## config.mk

```make
export PLATFORM = sky130hd
export DESIGN_NAME = raster_phase_lock
export DESIGN_NICKNAME = d
export VERILOG_FILES = /design/src/rtl/rpl_pkg.sv /design/src/rtl/rpl_interval_timer.sv /design/src/rtl/rpl_seek_ctrl.sv /design/src/rtl/raster_phase_lock.sv
export SDC_FILE = /design/constraint.sdc
export NUM_CORES = 1
export LEC_CHECK = 0
export BUFFER_PORTS_ARGS = -buffer_cell sky130_fd_sc_hd__buf_2
export CELL_PAD_IN_SITES_DETAIL_PLACEMENT = 0
export CELL_PAD_IN_SITES_GLOBAL_PLACEMENT = 1
export CORE_MARGIN = 3
export CORE_UTILIZATION = 44
export CTS_BUF_LIST = sky130_fd_sc_hd__clkbuf_8 sky130_fd_sc_hd__clkbuf_16
export DETAILED_ROUTE_END_ITERATION = 8
export PLACE_DENSITY = 0.92
export RECOVER_POWER = 50
export SLEW_MARGIN = 10
export SYNTH_ARGS = -nofsm -noshare
export SYNTH_HDL_FRONTEND = slang
export SYNTH_HIERARCHICAL = 1
export SYNTH_SLANG_ARGS = --single-unit
```

## constraint.sdc

```tcl
create_clock -name clk -period 7.6 [get_ports clk]
set_input_delay 0.38 -clock clk [delete_from_list [all_inputs] [get_ports clk]]
set_output_delay 0.38 -clock clk [all_outputs]
set_load 0.01 [all_outputs]
```

## src/rtl/rpl_pkg.sv

```systemverilog
package rpl_pkg;

    // Nominal raster line length and search bound
    localparam int NOM_LINE   = 76;
    localparam int SEEK_LIMIT = 76;
    localparam int OFFSET_W   = 8;
    localparam int MIN_PERIOD = 2;

    typedef enum logic [2:0] {
        ST_IDLE,
        ST_ARM,
        ST_SEEK,
        ST_LOCKED,
        ST_FAULT
    } seek_state_e;

    typedef struct packed {
        logic locked;
        logic fault;
    } seek_flags_t;

    // Off-nominal period used while sliding across the line
    function automatic int slip_period(input int nominal, input logic later);
        return later ? nominal + 1 : nominal - 1;
    endfunction

    // One-shot period after lock, clamped to a legal minimum
    function automatic int trimmed_period(input int nominal, input int ofs);
        int p;
        p = nominal + ofs;
        return (p < MIN_PERIOD) ? MIN_PERIOD : p;
    endfunction

endpackage

```

## src/rtl/rpl_interval_timer.sv

```systemverilog
module rpl_interval_timer
    import rpl_pkg::*;
#(
    parameter int LINE_PERIOD = NOM_LINE,
    parameter int PER_W       = 8
) (
    input  logic             clk,
    input  logic             rst,
    input  logic [PER_W-1:0] load_i,
    output logic             tick_o
);

    logic [PER_W-1:0] cnt_q;

    assign tick_o = (cnt_q == '0);

    always_ff @(posedge clk) begin
        if (rst) begin
            cnt_q <= PER_W'(LINE_PERIOD - 1);
        end else if (tick_o) begin
            cnt_q <= load_i - PER_W'(1);
        end else begin
            cnt_q <= cnt_q - PER_W'(1);
        end
    end

    // Count only moves by one between terminal counts
    assert_count_down_R2: assert property (@(posedge clk) disable iff (rst)
        !tick_o |=> (cnt_q == $past(cnt_q) - PER_W'(1)));

    // Reload value offered by the controller is never below the floor
    assert_load_floor_R8: assert property (@(posedge clk) disable iff (rst)
        tick_o |-> (load_i >= PER_W'(MIN_PERIOD)));

endmodule

```

## src/rtl/rpl_seek_ctrl.sv

```systemverilog
module rpl_seek_ctrl
    import rpl_pkg::*;
#(
    parameter int LINE_PERIOD = NOM_LINE,
    parameter int MAX_SEARCH  = SEEK_LIMIT,
    parameter int OFS_W       = OFFSET_W,
    parameter int PER_W       = 8,
    parameter int CNT_W       = 7
) (
    input  logic                    clk,
    input  logic                    rst,
    input  logic                    start_i,
    input  logic                    tick_i,
    input  logic                    de_i,
    input  logic                    dir_i,
    input  logic signed [OFS_W-1:0] ofs_i,
    output logic [PER_W-1:0]        next_period_o,
    output logic                    locked_o,
    output logic                    fault_o,
    output logic [CNT_W-1:0]        line_cnt_o
);

    localparam logic [PER_W-1:0] P_NOM   = PER_W'(LINE_PERIOD);
    localparam logic [PER_W-1:0] P_EARLY = PER_W'(slip_period(LINE_PERIOD, 1'b0));
    localparam logic [PER_W-1:0] P_LATE  = PER_W'(slip_period(LINE_PERIOD, 1'b1));
    localparam logic [CNT_W-1:0] LAST    = CNT_W'(MAX_SEARCH - 1);

    seek_state_e      state_q, state_n;
    logic             dir_q;
    logic [CNT_W-1:0] cnt_q, cnt_n;
    logic [PER_W-1:0] slip_val, trim_val;
    seek_flags_t      flags;

    assign slip_val = dir_q ? P_LATE : P_EARLY;
    assign trim_val = PER_W'(trimmed_period(LINE_PERIOD, int'(ofs_i)));

    always_comb begin
        state_n       = state_q;
        cnt_n         = cnt_q;
        next_period_o = P_NOM;
        if (start_i) begin
            state_n = ST_ARM;
            cnt_n   = '0;
        end else if (tick_i) begin
            case (state_q)
                ST_ARM: begin
                    if (de_i) begin
                        state_n       = ST_SEEK;
                        next_period_o = slip_val;
                    end else begin
                        state_n = ST_IDLE;
                    end
                end
                ST_SEEK: begin
                    cnt_n = cnt_q + CNT_W'(1);
                    if (!de_i) begin
                        state_n       = ST_LOCKED;
                        next_period_o = trim_val;
                    end else if (cnt_q == LAST) begin
                        state_n = ST_FAULT;
                    end else begin
                        next_period_o = slip_val;
                    end
                end
                default: ;
            endcase
        end
    end

    always_ff @(posedge clk) begin
        if (rst) begin
            state_q <= ST_IDLE;
            cnt_q   <= '0;
            dir_q   <= 1'b0;
        end else begin
            state_q <= state_n;
            cnt_q   <= cnt_n;
            if (start_i) dir_q <= dir_i;
        end
    end

    assign flags.locked = (state_q == ST_LOCKED);
    assign flags.fault  = (state_q == ST_FAULT);
    assign locked_o     = flags.locked;
    assign fault_o      = flags.fault;
    assign line_cnt_o   = cnt_q;

    // Lock only ever appears right after a timer tick
    assert_lock_after_tick_R6: assert property (@(posedge clk) disable iff (rst)
        $rose(locked_o) |-> $past(tick_i));

    assert_flags_exclusive_R9: assert property (@(posedge clk) disable iff (rst)
        !(locked_o && fault_o));

    assert_fault_count_R9: assert property (@(posedge clk) disable iff (rst)
        $rose(fault_o) |-> (line_cnt_o == CNT_W'(MAX_SEARCH)));

    assert_start_clears_R10: assert property (@(posedge clk) disable iff (rst)
        start_i |=> (!locked_o && !fault_o && line_cnt_o == '0));

endmodule

```

## src/rtl/raster_phase_lock.sv

```systemverilog
module raster_phase_lock
    import rpl_pkg::*;
#(
    parameter int LINE_PERIOD = NOM_LINE,
    parameter int MAX_SEARCH  = SEEK_LIMIT,
    parameter int OFS_W       = OFFSET_W,
    localparam int PER_W      = $clog2(LINE_PERIOD + 2**(OFS_W-1) + 1),
    localparam int CNT_W      = $clog2(MAX_SEARCH + 1)
) (
    input  logic                    clk,
    input  logic                    rst,
    input  logic                    start_i,
    input  logic                    de_i,
    input  logic                    dir_i,
    input  logic signed [OFS_W-1:0] ofs_i,
    output logic                    tick_o,
    output logic                    locked_o,
    output logic                    fault_o,
    output logic [CNT_W-1:0]        line_cnt_o
);

    logic [PER_W-1:0] reload;

    rpl_interval_timer #(
        .LINE_PERIOD(LINE_PERIOD),
        .PER_W      (PER_W)
    ) u_timer (
        .clk   (clk),
        .rst   (rst),
        .load_i(reload),
        .tick_o(tick_o)
    );

    rpl_seek_ctrl #(
        .LINE_PERIOD(LINE_PERIOD),
        .MAX_SEARCH (MAX_SEARCH),
        .OFS_W      (OFS_W),
        .PER_W      (PER_W),
        .CNT_W      (CNT_W)
    ) u_ctrl (
        .clk          (clk),
        .rst          (rst),
        .start_i      (start_i),
        .tick_i       (tick_o),
        .de_i         (de_i),
        .dir_i        (dir_i),
        .ofs_i        (ofs_i),
        .next_period_o(reload),
        .locked_o     (locked_o),
        .fault_o      (fault_o),
        .line_cnt_o   (line_cnt_o)
    );

endmodule

```

==> metrics.md <==
| Metric | Value |
|---|---|
| Post-CTS Setup Repair Bufs | `0` |
| TritonCTS buffer count | `3` |
| CP startpoint kind | `flip-flop` |
| CP cell instances | `nor4_1 -> nand2_2 -> inv_1 -> nand2b_1 -> nor3_4 -> o21ai_0 -> nor4_1 -> nand4_1 -> a31o_2 -> a211o_1` |
| Total via count after detailed routing | `1,291` |
| Number of distinct library cell variants in the gate-level netlist after synthesis | `54` |
| Worst slew slack as a fraction of its limit | `approximately 40%` |
| Clock-pin slew on the worst setup and hold paths | `approximately 70 ps` |
| HPWL Detailed | `2.475 mm` |
| Initial Utilization | `47.77%` |
| Overall global routing resource usage | `18.24%` |
| Critical path required time | `7750 ps` |
| Async set or reset register ratio after synthesis | `0%` |
| Maximum number of buffers from clock root to sink | `2` |
| DRC Markers | `0` |
| Violation count after the first detailed-route iteration | `around 110` |
| Post-Layout Cell Count | `220` |
| Number of iterations in the first detailed-routing pass | `5` |
| Flop-to-flop setup slack | `about 4000 ps` |
| GR Layer Usage met3 | `approximately 4.4%` |
| Number of sinks driven by the clock tree | `19` |
| Vert. Die Dim | `between 60 and 70 um` |
| EDFF count, synth | `0` |
| Hold-critical path depth | `3` |
| Cell chosen for the clock root | `sky130_fd_sc_hd__clkbuf_8` |
| Number of buffer cells added on primary ports | `22` |
| Clock insertion delay at the later pin of the skew report | `250 ps` |
| Via/cell ratio | `about 6` |
| Worst hold-check path type | `input pin to flip-flop` |
| Most Crowded Layer GR | `met2` |
| Power density of the placed cells | `roughly 130 nW/um^2` |
| Post-cts hold buffer count | `0` |
| Mapped Nets | `183` |
| Met2 Usage GRT | `30.06%` |
| Total of flip-flops plus latches after synthesis | `19` |
| Worst min-delay path endpoint | `u_ctrl/dir_q` |
| Max Cap Violations | `0` |
| Shortest period the worst path allows | `3584 ps` |
| Slowest cell delay on critical path | `slightly below 800 ps` |
| Unrepaired setup endpoints after global routing | `no` |
| H-tree levels | `1` |
| Fraction of final layout cells sized beyond drive strength 1 | `15.87%` |
| Wire length of the first global-routing pass | `5.230 mm` |
| Worst clock skew | `4.408 ps` |
| Logic depth of the worst register-to-register path | `10` |
| Max Slew Vio Count | `0` |
| Number of placed instances, taps included | `216` |
| Netlist Area Pre-Place | `1351 sq um` |
| Clock tree from TritonCTS | `built` |
| Met1 capacity usage during global routing | `25.06%` |
| Aggregate routed wire length | `3.135 mm` |
| Cell repeated most along the worst path | `sky130_fd_sc_hd__nor4_1` |
| Count of nets left with antenna violations after detail routing | `0` |
| Setup CP Type | `flip-flop to flip-flop` |
| Overall die area | `approximately 3800 sq um` |
| Capture instance of the worst register-to-register path | `u_timer/cnt_q[6]` |
| Post-synthesis cell count | `165` |
| Peak ir drop on the vdd network | `0.1498 mV` |
| R2r startpoint | `u_timer/cnt_q[4]` |
| Worst slew pin tran | `~900 ps` |
| Worst path buffer plus inverter count | `1` |
| Post-detailed-route wirelength per cell | `14.25 um` |
| Fraction of the yosys area taken by sequential cells | `approximately 28%` |
| Startpoint of the worst hold path | `dir_i` |
| Nature of the critical path endpoint | `flip-flop` |
| Largest delay contributor family on the critical path | `simple AND/OR/NAND/NOR gates` |
| Ratio of final minimum period to clock period | `47.16%` |
| Avg Cell Area, Syn | `roughly 8.2 sq um` |
| CP max-delay cell | `sky130_fd_sc_hd__nor4_1` |
| Most frequently used flop master after synthesis | `sky130_fd_sc_hd__dfxtp_1` |
| Number of global-route vias before repair | `~1,200` |
| Critical path fanouts, max | `12` |
| Final hold vios | `0` |
| Total congestion overflow after global routing | `0` |
| Number of antenna violations at the first check in global routing | `0` |
| # diodes | `0` |
| Maximum number of pins on one net before global-route repair | `14` |
| Final sum of negative setup slack | `0 ps` |
| Arrival time reported for the critical path endpoint | `3730 ps` |
| Count of cells resized by post-cts repair | `0` |
| Status | `finished, final reports clean` |
| Die width | `61.42 um` |
| Number of nets in the finished design | `208` |
| Core area | `2829 sq um` |
| GP Congestion | `0.8629` |
| Cell row count | `19` |
| Top Ports | `23` |
| Total of endpoints with negative setup slack in the final report | `0` |
| Top achievable clock speed | `279.0 MHz` |
| Synth-to-layout area growth | `11.57%` |
| Synthesis warning total | `6` |
| Leakage power figure | `0.0005335 uW` |
-- routing by layer --
layer	routed length, um	vias to the layer above
li1	-	663
met1	1528	598
met2	1477	28
met3	111	2
met4	17	0
met5	0	-
-- synthesized netlist by cell type, drive strengths merged (2+ instances only) --
cell type | n | area share, %
nand3 | 5 | 1.9
a211oi | 2 | 1.1
a31oi | 5 | 2.3
xnor2 | 5 | 3.2
nand2b | 6 | 2.8
o21a | 3 | 1.7
inv | 7 | 1.9
or3 | 5 | 2.4
ha | 5 | 4.6
o31a | 2 | 1.4
nor3b | 2 | 1.1
and2 | 2 | 0.93
nor3 | 7 | 3.4
a31o | 2 | 1.3
o21ai | 6 | 2.2
nor4 | 4 | 4.1
o211ai | 2 | 1.1
o31ai | 2 | 1.5
nand4 | 2 | 0.93
a21oi | 11 | 4.1
nor2 | 17 | 4.7
or2 | 4 | 1.9
dfxtp | 19 | 28
xor2 | 5 | 3.2
o2111ai | 3 | 1.9
nand2 | 13 | 3.8
-- how the worst max path moves through the flow --
| stage | startpoint | end | slack, ps | cells past startpoint |
|---|---|---|---|---|
| 2_1_floorplan | u_timer/cnt_q[4] | u_timer/cnt_q[6] | 4990 | 10 |
| 3_3_place_gp | u_timer/cnt_q[4] | u_timer/cnt_q[6] | 4590 | 10 |
| 3_5_place_dp | u_timer/cnt_q[4] | u_timer/cnt_q[6] | 4590 | 10 |
| 4_1_cts | u_timer/cnt_q[4] | u_timer/cnt_q[6] | 4560 | 10 |
| 5_1_grt | u_timer/cnt_q[4] | u_timer/cnt_q[6] | 3660 | 10 |
| 6_report | u_timer/cnt_q[4] | u_timer/cnt_q[6] | 4020 | 10 |
-- worst reg2reg max path, cell delays in order, from the launching register on --
cell	delay (ps)
sky130_fd_sc_hd__dfxtp_1	370
sky130_fd_sc_hd__nor4_1	790
sky130_fd_sc_hd__nand2_2	160
sky130_fd_sc_hd__inv_1	340
sky130_fd_sc_hd__nand2b_1	170
sky130_fd_sc_hd__nor3_4	190
sky130_fd_sc_hd__o21ai_0	260
sky130_fd_sc_hd__nor4_1	530
sky130_fd_sc_hd__nand4_1	150
sky130_fd_sc_hd__a31o_2	260
sky130_fd_sc_hd__a211o_1	250
-- flip-flops by register name, indices dropped and copies added (netlist names) --
name / flops
u_timer/cnt_q: 8
u_ctrl/line_cnt_o: 7
u_ctrl/state_q: 3
u_ctrl/dir_q: 1
-- power breakdown --
group	internal, uW	total [uW]	leakage, uW	switching, uW
clock network	36.4	70.1	0.0000255	33.7
logic	9.72	23.1	0.000354	13.4
registers	102	105	0.000154	3.16
-- cell type report --
cell class | count | area, sq um
Fill cell | 280 | 1321
Multi-Input combinational cell | 136 | 913.4
Sequential cell | 19 | 380.4
Timing Repair Buffer | 22 | 97.59
Clock buffer | 3 | 41.29
Tap cell | 31 | 38.79
Inverter | 8 | 31.28
Clock inverter | 1 | 5.005
-- placed cells by master, fill, tap and decap left out, drive strengths merged, types with 3 or more instances in the layout --
cell type   n
xor2        5
clkbuf     13
o21a        3
nor2       17
inv         7
o21ai       6
buf        12
a21oi      11
or2         4
nand3       5
nor4        4
dfxtp      19
o2111ai     3
nor3        7
a31oi       5
nand2      13
or3         5
nand2b      6
xnor2       5
ha          5
-- per-stage QoR --
| stage | power (uW) | utilization [%] | hold slack (ps) | cell area [sq um] | setup slack (ps) |
|---|---|---|---|---|---|
| 3_5_place_dp | 130.9 | 52.63 | 490.0 | 1489 | 4590 |
| 5_1_grt | 208.7 | 53.30 | 388.3 | 1508 | 3663 |
| 4_1_cts | 202.1 | 54.27 | 378.4 | 1535 | 4562 |
| 2_1_floorplan | 121.3 | - | 449.1 | 1351 | 4986 |
| 3_3_place_gp | 130.3 | 52.63 | 479.1 | 1489 | 4593 |
| 6_report | 198.4 | 53.30 | 379.8 | 1508 | 4016 |
-- kinds of logic (layout without fill, tap and decap cells) --
kind of cell               count (synthesis)  in the layout  share of synthesized area (%)
and+or+nand+nor                           75             75                          33.24
muxes                                      1              1                         0.7408
AOI/OAI and AO/OA                         45             45                          23.61
adders and majority gates                  5              5                          4.630
DFF                                       19             19                          28.15
xor gates and xnor gates                  10             10                          6.481
buffers and inverters                     10             34                          3.147
Power figures use the tool's default switching activity.
